### src/rtl/lcd_frame_pkg.sv
package lcd_frame_pkg;
  localparam int LINES      = 4;
  localparam int COLS       = 16;
  localparam int LINE_W     = $clog2(LINES);
  localparam int COL_W      = $clog2(COLS);
  localparam int CHAR_W     = 8;
  localparam int DATA_W     = 8;
  localparam int DIGITS     = 3;
  localparam int BCD_W      = 4 * DIGITS;
  localparam int NUM_FIELDS = 2;
  localparam int ROW_W      = COLS * CHAR_W;

  // field placement on the data page: field 0 = rotor, field 1 = road speed
  localparam int FLD_LINE [NUM_FIELDS] = '{0, 1};
  localparam int FLD_COL  [NUM_FIELDS] = '{6, 7};

  localparam logic [ROW_W-1:0] IDLE_R0 = "SYSTEM IDLE     ";
  localparam logic [ROW_W-1:0] IDLE_R1 = "PRESS START     ";
  localparam logic [ROW_W-1:0] IDLE_R2 = "* * * * * * * * ";
  localparam logic [ROW_W-1:0] IDLE_R3 = " * * * * * * * *";
  localparam logic [ROW_W-1:0] DATA_R0 = "ROTOR:000 RPM   ";
  localparam logic [ROW_W-1:0] DATA_R1 = "VELOC: 000 KM/H ";
  localparam logic [ROW_W-1:0] DATA_R2 = "TRIP:  --- KM   ";
  localparam logic [ROW_W-1:0] DATA_R3 = "STATUS OK       ";

  function automatic logic [CHAR_W-1:0] template_char(
    input logic              data_page,
    input logic [LINE_W-1:0] ln,
    input logic [COL_W-1:0]  cl
  );
    logic [ROW_W-1:0] row;
    case ({data_page, ln})
      3'b000:  row = IDLE_R0;
      3'b001:  row = IDLE_R1;
      3'b010:  row = IDLE_R2;
      3'b011:  row = IDLE_R3;
      3'b100:  row = DATA_R0;
      3'b101:  row = DATA_R1;
      3'b110:  row = DATA_R2;
      default: row = DATA_R3;
    endcase
    return row[CHAR_W*(COLS-1-int'(cl)) +: CHAR_W];
  endfunction
endpackage

### src/rtl/lcd_bin2bcd.sv
module lcd_bin2bcd #(
  parameter int DATA_W = 8,
  parameter int DIGITS = 3
) (
  input  logic [DATA_W-1:0]   bin,
  output logic [4*DIGITS-1:0] bcd
);
  localparam int SH_W = DATA_W + 4 * DIGITS;

  logic [SH_W-1:0] sh;

  always_comb begin
    sh = '0;
    sh[DATA_W-1:0] = bin;
    for (int i = 0; i < DATA_W; i++) begin
      for (int d = 0; d < DIGITS; d++) begin
        if (sh[DATA_W+4*d +: 4] >= 4'd5)
          sh[DATA_W+4*d +: 4] = sh[DATA_W+4*d +: 4] + 4'd3;
      end
      sh = sh << 1;
    end
    bcd = sh[DATA_W +: 4*DIGITS];
  end
endmodule

### src/rtl/lcd_pos_walker.sv
module lcd_pos_walker #(
  parameter int LINES = 4,
  parameter int COLS  = 16
) (
  input  logic                     clk,
  input  logic                     rst,
  input  logic                     start,
  input  logic                     next_char,
  output logic                     busy,
  output logic                     done,
  output logic [$clog2(LINES)-1:0] cur_line,
  output logic [$clog2(COLS)-1:0]  cur_col,
  output logic [$clog2(LINES)-1:0] nxt_line,
  output logic [$clog2(COLS)-1:0]  nxt_col,
  output logic                     start_acc,
  output logic                     load
);
  localparam int LW = $clog2(LINES);
  localparam int CW = $clog2(COLS);
  localparam logic [LW-1:0] LAST_LINE = LW'(LINES - 1);
  localparam logic [CW-1:0] LAST_COL  = CW'(COLS - 1);

  logic step, at_end, col_end;

  assign start_acc = start & ~busy;
  assign step      = busy & next_char;
  assign col_end   = (cur_col == LAST_COL);
  assign at_end    = col_end && (cur_line == LAST_LINE);
  assign load      = start_acc | (step & ~at_end);

  always_comb begin
    nxt_line = cur_line;
    nxt_col  = cur_col;
    if (start_acc) begin
      nxt_line = '0;
      nxt_col  = '0;
    end else if (col_end) begin
      nxt_line = cur_line + 1'b1;
      nxt_col  = '0;
    end else begin
      nxt_col  = cur_col + 1'b1;
    end
  end

  always_ff @(posedge clk) begin
    if (rst) begin
      busy     <= 1'b0;
      done     <= 1'b0;
      cur_line <= '0;
      cur_col  <= '0;
    end else begin
      done <= 1'b0;
      if (start_acc) begin
        busy     <= 1'b1;
        cur_line <= '0;
        cur_col  <= '0;
      end else if (step) begin
        if (at_end) begin
          busy     <= 1'b0;
          done     <= 1'b1;
          cur_line <= '0;
          cur_col  <= '0;
        end else begin
          cur_line <= nxt_line;
          cur_col  <= nxt_col;
        end
      end
    end
  end
endmodule

### src/rtl/lcd_char_select.sv
module lcd_char_select
  import lcd_frame_pkg::*;
(
  input  logic                                data_page,
  input  logic [LINE_W-1:0]                   ln,
  input  logic [COL_W-1:0]                    cl,
  input  logic [NUM_FIELDS-1:0][BCD_W-1:0]    fld_bcd,
  output logic [CHAR_W-1:0]                   code
);
  always_comb begin
    code = template_char(data_page, ln, cl);
    if (data_page) begin
      for (int f = 0; f < NUM_FIELDS; f++) begin
        if (int'(ln) == FLD_LINE[f] && int'(cl) >= FLD_COL[f] &&
            int'(cl) < FLD_COL[f] + DIGITS) begin
          code = {4'h3, fld_bcd[f][4*(DIGITS-1-(int'(cl)-FLD_COL[f])) +: 4]};
        end
      end
    end
  end
endmodule

### src/rtl/lcd_frame_gen.sv
module lcd_frame_gen
  import lcd_frame_pkg::*;
(
  input  logic              clk,
  input  logic              rst,
  input  logic              start,
  input  logic              next_char,
  input  logic              page_sel,
  input  logic [DATA_W-1:0] rpm_val,
  input  logic [DATA_W-1:0] speed_val,
  output logic [CHAR_W-1:0] char_code,
  output logic              char_valid,
  output logic [LINE_W-1:0] line_idx,
  output logic [COL_W-1:0]  col_idx,
  output logic              frame_done
);
  logic [NUM_FIELDS-1:0][DATA_W-1:0] fld_in;
  logic [NUM_FIELDS-1:0][BCD_W-1:0]  bcd_now, bcd_q, bcd_use;
  logic                              page_q, page_use;
  logic [LINE_W-1:0]                 nxt_line;
  logic [COL_W-1:0]                  nxt_col;
  logic                              start_acc, load;
  logic [CHAR_W-1:0]                 code_next, char_q;

  assign fld_in[0] = rpm_val;
  assign fld_in[1] = speed_val;

  for (genvar g = 0; g < NUM_FIELDS; g++) begin : g_conv
    lcd_bin2bcd #(.DATA_W(DATA_W), .DIGITS(DIGITS)) u_conv (
      .bin (fld_in[g]),
      .bcd (bcd_now[g])
    );
  end

  lcd_pos_walker #(.LINES(LINES), .COLS(COLS)) u_walk (
    .clk       (clk),
    .rst       (rst),
    .start     (start),
    .next_char (next_char),
    .busy      (char_valid),
    .done      (frame_done),
    .cur_line  (line_idx),
    .cur_col   (col_idx),
    .nxt_line  (nxt_line),
    .nxt_col   (nxt_col),
    .start_acc (start_acc),
    .load      (load)
  );

  assign page_use = start_acc ? page_sel : page_q;
  assign bcd_use  = start_acc ? bcd_now  : bcd_q;

  lcd_char_select u_sel (
    .data_page (page_use),
    .ln        (nxt_line),
    .cl        (nxt_col),
    .fld_bcd   (bcd_use),
    .code      (code_next)
  );

  always_ff @(posedge clk) begin
    if (rst) begin
      page_q <= 1'b0;
      bcd_q  <= '0;
      char_q <= '0;
    end else begin
      if (start_acc) begin
        page_q <= page_sel;
        bcd_q  <= bcd_now;
      end
      if (load) char_q <= code_next;
    end
  end

  assign char_code = char_q;
endmodule

### config.mk
export PLATFORM = sky130hd
export DESIGN_NAME = lcd_frame_gen
export DESIGN_NICKNAME = d
export VERILOG_FILES = /design/src/rtl/lcd_frame_pkg.sv /design/src/rtl/lcd_bin2bcd.sv /design/src/rtl/lcd_pos_walker.sv /design/src/rtl/lcd_char_select.sv /design/src/rtl/lcd_frame_gen.sv
export SDC_FILE = /design/constraint.sdc
export NUM_CORES = 1
export LEC_CHECK = 0
export BUFFER_PORTS_ARGS = -buffer_cell sky130_fd_sc_hd__buf_4
export CORE_MARGIN = 2
export CORE_UTILIZATION = 57
export DETAILED_ROUTE_END_ITERATION = 8
export GPL_ROUTABILITY_DRIVEN = 1
export PLACE_DENSITY = 0.79
export SLEW_MARGIN = 20
export SYNTH_ARGS = -nofsm -noshare
export SYNTH_HDL_FRONTEND = slang
export SYNTH_HIERARCHICAL = 1
export SYNTH_SLANG_ARGS = --single-unit
### constraint.sdc
create_clock -name clk -period 5.8 [get_ports clk]
set_input_delay 0.87 -clock clk [delete_from_list [all_inputs] [get_ports clk]]
set_output_delay 0.87 -clock clk [all_outputs]
set_load 0.02 [all_outputs]
==> results of run 1 <==
-- layout by cell type, fill, tap and decap left out, types with 16 or more instances in the layout --
| cell | n |
|---|---|
| a21oi_1 | 40 |
| buf_4 | 70 |
| dfxtp_1 | 41 |
| ha_1 | 22 |
| inv_1 | 19 |
| mux2_4 | 22 |
| mux2i_1 | 16 |
| nand2_1 | 53 |
| nand2b_1 | 16 |
| nor2_1 | 73 |
| nor2b_1 | 23 |
| o21ai_0 | 29 |
-- path summary, 6_finish.rpt --
kind	end	slack [ns]	start	cells past startpoint
setup reg to reg	char_code[3]$_SDFFE_PP0P_	2.27	u_walk/cur_col[0]$_SDFFE_PP0N_	12
setup / recovery	char_code[0]$_SDFFE_PP0P_	0.19	speed_val[6]	31
hold reg to reg	char_code[4]$_SDFFE_PP0P_	0.51	char_code[4]$_SDFFE_PP0P_	2
hold / removal	char_code[4]$_SDFFE_PP0P_	0.51	char_code[4]$_SDFFE_PP0P_	2
-- per-layer routing --
metal	wire length (um)	track usage, %	vias to the layer above
met4	244	7.18	0
met2	6920	45.3	203
met5	0	0	-
met3	653	3.28	27
met1	6060	32.6	2427
li1	-	-	2570
-- power by group through the flow --
stage               Combinational (uW)  Clock, uW  Sequential (uW)
global placement                   687          0              323
detailed placement                 715          0              325
CTS                                719        194              319
finish                             784        191              318
floorplan                          570          0              328
global route                       851        206              321
-- area by class of cell --
class                   count  area [sq um]  area share [%]
multi-input cells         576          4550            72.5
flip-flops and latches     41           821            13.1
repair buffers             73           559            8.92
well taps                 129           161            2.57
inverters                  25           101            1.62
clock buffers               7          76.3            1.22
clock inverters             1          7.51           0.120
-- kinds of logic (layout without fill, tap and decap cells) --
logic type,after synthesis,count (layout),synth area share [%]
fa+ha+maj,33,33,7.52
xor+xnor,16,16,2.69
compound gates,193,193,25.2
flops,41,41,14.9
other cells,3,5,0.205
mux,64,64,14.8
buf+inv,72,106,7.91
simple gates,265,265,26.7
-- registers in the layout, indices dropped and copies added (netlist names) --
name and count:
bcd_q 24, char_code 8, u_walk/cur_col 4, u_walk/cur_line 2, page_q 1, u_walk/busy 1, u_walk/done 1
-- repair_timing --
| action | 4_1_cts | 5_1_grt |
|---|---|---|
| setup endpoints to repair | 0 | 3 |
| resized for setup | 0 | 35 |
| hold endpoints to repair | 0 | 0 |
| buffers inserted | 0 | 12 |
-- metrics by stage --
stage | cell area [sq um] | total power [uW]
3_5_place_dp | 5920 | 1040
2_1_floorplan | 5630 | 899
3_3_place_gp | 5920 | 1010
4_1_cts | 6000 | 1230
5_1_grt | 6270 | 1380
6_report | 6270 | 1290
-- worst max-delay path: cells and delay by family --
kind | cells | cell delay [ns]
mux | 4 | 0.83
fa+ha+maj | 4 | 0.74
simple gates | 6 | 0.68
buf+inv | 7 | 0.86
compound gates | 9 | 1.66
xor+xnor | 1 | 0.16
==> results.cfg, run 1 <==
[grt]
antenna_found_initial = 0
first_global_vias = 4844
grt_max_degree = 51
overflow = 0
grt_usage_pct = 25.6
grt_pass1_wl_mm = 22.1

[cells_and_area]
final_cell_count_no_fill = 852
fillers = 770
diodes = 0
fin_nets = 776
area_growth_pct = 14.3
drive_gt1_share_pct = 28.5
final_util_pct = 67.6

[setup_path]
crit_arrival_ns = 5.79
worstSetupPathType = in -> reg
cp-end-kind = flop
cp_slowest_cell = mux2_4
cp_slowest_stage_delay_ns = 0.28
crit_path_frequent_cell = buf_4
required_ns = 5.98
start_kind = input port
critPathMaxFanout = 8

[timing]
skew_ns = 0.00876
slew_viol_final = 0
tns_ns = 0
tightest_slew_ns = 0.672
fmax_ghz = 0.178
worst_slack_ns = 0.188
slew-limit-headroom_pct = 55.2
fin_crit_ns = 5.61
holdWs_ns = 0.505
report.final.setup_viol = 0
hold_viol_final = 0
period_share_pct = 96.8

[pwr]
powerDensity_nw_per_um2 = 206
pwr-share-clk_pct = 14.8
vdd_drop_max_uv = 156
sw_frac_of_total_pct = 40.3
intPower_uw = 772
leakage_uw = 0.00255
netSwitchingPower_uw = 522
pwr-share-comb_pct = 60.6
seqPwrFrac_pct = 24.6

[floorplanning]
core_sq_um = 9280
start_util_pct = 59.1
num_rows = 35
die_w_um = 102
die_h_um = 102
fp.dieArea_sq_um = 10400
ios = 37

[synth]
syn_area_per_cell_sq_um = 7.99
ys_warn_count = 6
synth_edf_count = 0
synth_common_cells = nor2_1, nand2_1, a21oi_1, dfxtp_1
netlist_area_sq_um = 5490
ys_types = 88
yosysTopAreaCell = dfxtp_1
ys_ff_latch = 41
seq_area_frac_synth_pct = 14.9
synthTopCellsByArea = dfxtp_1, ha_1, mux2_4, nor2_1, a21oi_1
yosysMostFrequentCell = nor2_1
ys.flop_type = dfxtp_1
synth_async_sr_flop_share_pct = 0
syn_inst = 687
synthDominantCellAreaShare_pct = 14.9

[clocking]
cts_buffers = 5
clock_latency_ns = 0.30
cts_tree = yes
cts_hold_buf = 0
cts-root-buf = clkbuf_8
clk_pin_slew_ns = 0.09
h-tree-depth = 2
cts_max_path_buffers = 2
clkSinkCount = 41

[place]
dp_hpwl_mm = 9.83
placed_cells = 832
dp_slack_ns = -0.270
port_buffers = 36
gp_congestion = 0.966

[detailed_routing]
vias_per_cell = 6.13
num_vias = 5227
totalWireLength_mm = 13.9
drt_iter0_markers = 599
wl_per_cell_um = 16.3
dr.pass1.iters = 5
drc = 0
antenna_left = 0

[job]
maxCapViolCount = 0

[run_status]
status = complete, no violations

[worst_hold_path]
hp-class = reg -> reg
No activity file was read; power rests on OpenSTA's default activity.
==> run 2, diff against run 1 <==
--- a/config.mk
+++ b/config.mk
@@ -5,9 +5,11 @@
 export SDC_FILE = /design/constraint.sdc
 export NUM_CORES = 1
 export LEC_CHECK = 0
+export ABC_AREA = 1
 export BUFFER_PORTS_ARGS = -buffer_cell sky130_fd_sc_hd__buf_4
 export CORE_MARGIN = 2
 export CORE_UTILIZATION = 57
+export CTS_CLUSTER_SIZE = 10
 export DETAILED_ROUTE_END_ITERATION = 8
 export GPL_ROUTABILITY_DRIVEN = 1
 export PLACE_DENSITY = 0.79
==> run 2 against run 1 <==
Effect of this change:
- worst setup slack better by 0.53 ns
- via count is 2.2% higher
- routed wire length is 15% lower
- combinational power is 22% lower
- synthesized cell count is 33% higher
- cell area is 11% lower
- critical endpoint is now char_code[1]$_SDFFE_PP0P_
- non-clock buffer count is 31 lower
- clock skew hardly changed
- total power is 9.9% lower
- register-to-register slack better by 0.21 ns
==> results.cfg, run 2 <==
[cells_and_area]
fin_nets = 983
area_growth_pct = 6.40
largest_reg_flops = 24
drive_gt1_share_pct = 17.8
layout_common_cells = nand2_1, inv_1, nand3_1
regMostFlops = bcd_q
layout_commonest_cell = nand2_1
fillers = 860
diodes = 0

[clocking]
cts_hold_buf = 0
clkSinkCount = 41
cts-root-buf = clkbuf_8
cts_tree = yes
cts_buffers = 5
h-tree-depth = 2
cts_max_path_buffers = 2
clock_latency_ns = 0.29
post_cts_buffers = 0
clk_pin_slew_ns = 0.07
cts_resized = 0

[setup_path]
crit_arrival_ns = 5.27
rr_worst_depth = 16
r2r_slack_ns = 2.48
cp_slowest_stage_delay_ns = 0.24
r2r_start = u_walk/busy$_SDFFE_PP0P_
cp_slowest_cell = ha_1
worstSetupPathType = in -> reg
start_kind = input port
critPathMaxFanout = 4
required_ns = 5.98
crit_family = simple AND/OR/NAND/NOR gates
cp-end-kind = flop
critPathBufInv = 8
crit_path_frequent_cell = nand2_1
r2r-end = char_code[2]$_SDFFE_PP0P_

[floorplanning]
die_w_um = 99.7
die_h_um = 99.7
num_rows = 34
ios = 37
core_sq_um = 8810
fp.dieArea_sq_um = 9950
start_util_pct = 59.3

[grt]
use_met1_pct = 33.4
antenna_found_initial = 0
overflow = 0
grt_pass1_wl_mm = 21.2
met2_usage_pct = 41.6
grt_busiest_layer = met2
grt_usage_pct = 24.7
grt_max_degree = 32
use_met3_pct = 3.58
first_global_vias = 5001

[detailed_routing]
antenna_left = 0
totalWireLength_mm = 11.8
drt_iter0_markers = 353
dr.pass1.iters = 5
vias_per_cell = 5.15
drc = 0
wl_per_cell_um = 11.3
num_vias = 5341

[pwr]
pwr-share-comb_pct = 52.3
intPower_uw = 658
netSwitchingPower_uw = 507
pwr-share-clk_pct = 20.4
sw_frac_of_total_pct = 43.5
vdd_drop_max_uv = 142
powerDensity_nw_per_um2 = 210
leakage_uw = 0.00320
total_power_uw = 1170
seqPwrFrac_pct = 27.3

[synth]
synth_top_family_by_area = simple AND/OR/NAND/NOR gates
syn_area_per_cell_sq_um = 5.72
synth_async_sr_flop_share_pct = 0
synth_xor_area_share_pct = 1.63
synth_compound_area_share_pct = 11.5
synthMuxAreaShare_pct = 0
ys_types = 41
netlist_area_sq_um = 5220
syn_inst = 913
ys.flop_type = dfxtp_1
synthDominantCellAreaShare_pct = 17.2
yosysMostFrequentCell = nand2_1
ys_ff_latch = 41
yosys.area_share.adder_pct = 7.90
synth_edf_count = 0
seq_area_frac_synth_pct = 15.7
synth_common_cells = nand2_1, inv_1, nand3_1, nand2_2, nor2_1
yosys.area_share.simple_pct = 45.6
synthTopCellsByArea = nand2_1, dfxtp_1, inv_1, ha_1, nand2_2
yosysTopAreaCell = nand2_1
ys_warn_count = 6

[timing]
tightest_slew_ns = 0.824
worst_slack_ns = 0.715
report.final.setup_viol = 0
period_share_pct = 87.7
slew-limit-headroom_pct = 44.5
fmax_ghz = 0.197
slew_viol_final = 0
hold_viol_final = 0
grt_setup_unrepaired = false
holdWs_ns = 0.509
tns_ns = 0
fin_crit_ns = 5.09
skew_ns = 0.00827

[worst_hold_path]
hold_start = char_code[3]$_SDFFE_PP0P_
hold_depth = 2
whs_endpoint = char_code[3]$_SDFFE_PP0P_
hp-class = reg -> reg

[place]
dp_slack_ns = 0.457
gp_congestion = 0.984
port_buffers = 36
dp_hpwl_mm = 8.86

[run_status]
status = complete, no violations

[job]
maxCapViolCount = 0
-- run 2: changes by cell type in the layout (fill, tap and decap cells not counted), moves of 11 or more --
cell	delta
nand2_1	+186
inv_1	+149
nand3_1	+70
nand2_2	+64
buf_4	-28
nor2b_1	-23
mux2_4	-22
nor2_2	+22
o21ai_0	+19
mux2i_1	-16
nand2b_1	-16
mux2_2	-14
nor3_1	-13
ha_1	+11
-- run 2: routing by layer --
| layer | vias to the layer above | routed length (um) |
|---|---|---|
| li1 | 2838 | - |
| met5 | - | 0 |
| met1 | 2281 | 5390 |
| met4 | 0 | 173 |
| met3 | 22 | 878 |
| met2 | 200 | 5340 |
-- run 2: how the worst max path moves through the flow --
stage,startpoint,end,cells past startpoint
2_1_floorplan,rpm_val[6],char_code[1]$_SDFFE_PP0P_,40
3_3_place_gp,rpm_val[6],char_code[1]$_SDFFE_PP0P_,40
3_5_place_dp,rpm_val[6],char_code[1]$_SDFFE_PP0P_,40
4_1_cts,rpm_val[6],char_code[1]$_SDFFE_PP0P_,40
5_1_grt,speed_val[6],char_code[3]$_SDFFE_PP0P_,42
6_report,rpm_val[6],char_code[1]$_SDFFE_PP0P_,41
-- run 2: cells by family (layout without fill, tap and decap cells) --
kind of cell,after synthesis,after routing
AND/OR/NAND/NOR,510,510
buffers and inverters,212,227
adder cells (fa/ha/maj),33,33
XOR/XNOR,8,8
flip-flops,41,41
other,3,5
AO/OA/AOI/OAI,106,106
-- run 2: cell type report --
cell class              count  area (sq um)  share of cell area (%)
inverters                 177           669                    12.0
clock inverters             1          30.0                   0.540
repair buffers             42           315                    5.67
clock buffers               7          86.3                    1.55
well taps                 108           135                    2.43
multi-input cells         662          3500                    63.0
flip-flops and latches     41           821                    14.8
-- run 2: worst register-to-register path: cells and delay by family, from the launching register on --
| family | cells | cell delay, ns |
|---|---|---|
| flip-flops | 1 | 0.34 |
| buffers and inverters | 4 | 1.22 |
| AO/OA/AOI/OAI | 1 | 0.08 |
| AND/OR/NAND/NOR | 11 | 1.56 |
-- run 2: stage by stage --
step | cell area [sq um] | cells | util, %
global placement | 5440 | 1030 | 61.8
CTS | 5560 | 1038 | 63.1
detailed placement | 5440 | 1030 | 61.8
finish | 5560 | 1038 | 63.1
global route | 5560 | 1038 | 63.1
floorplan | 5230 | 915 | -
-- run 2: power groups by stage --
stage / registers [uW] / clock network (uW) / logic [uW]
final: 318 / 237 / 610
after floorplan: 331 / 0 / 499
after CTS: 318 / 242 / 610
after detailed placement: 325 / 0 / 606
after global placement: 324 / 0 / 598
after global routing: 321 / 254 / 710
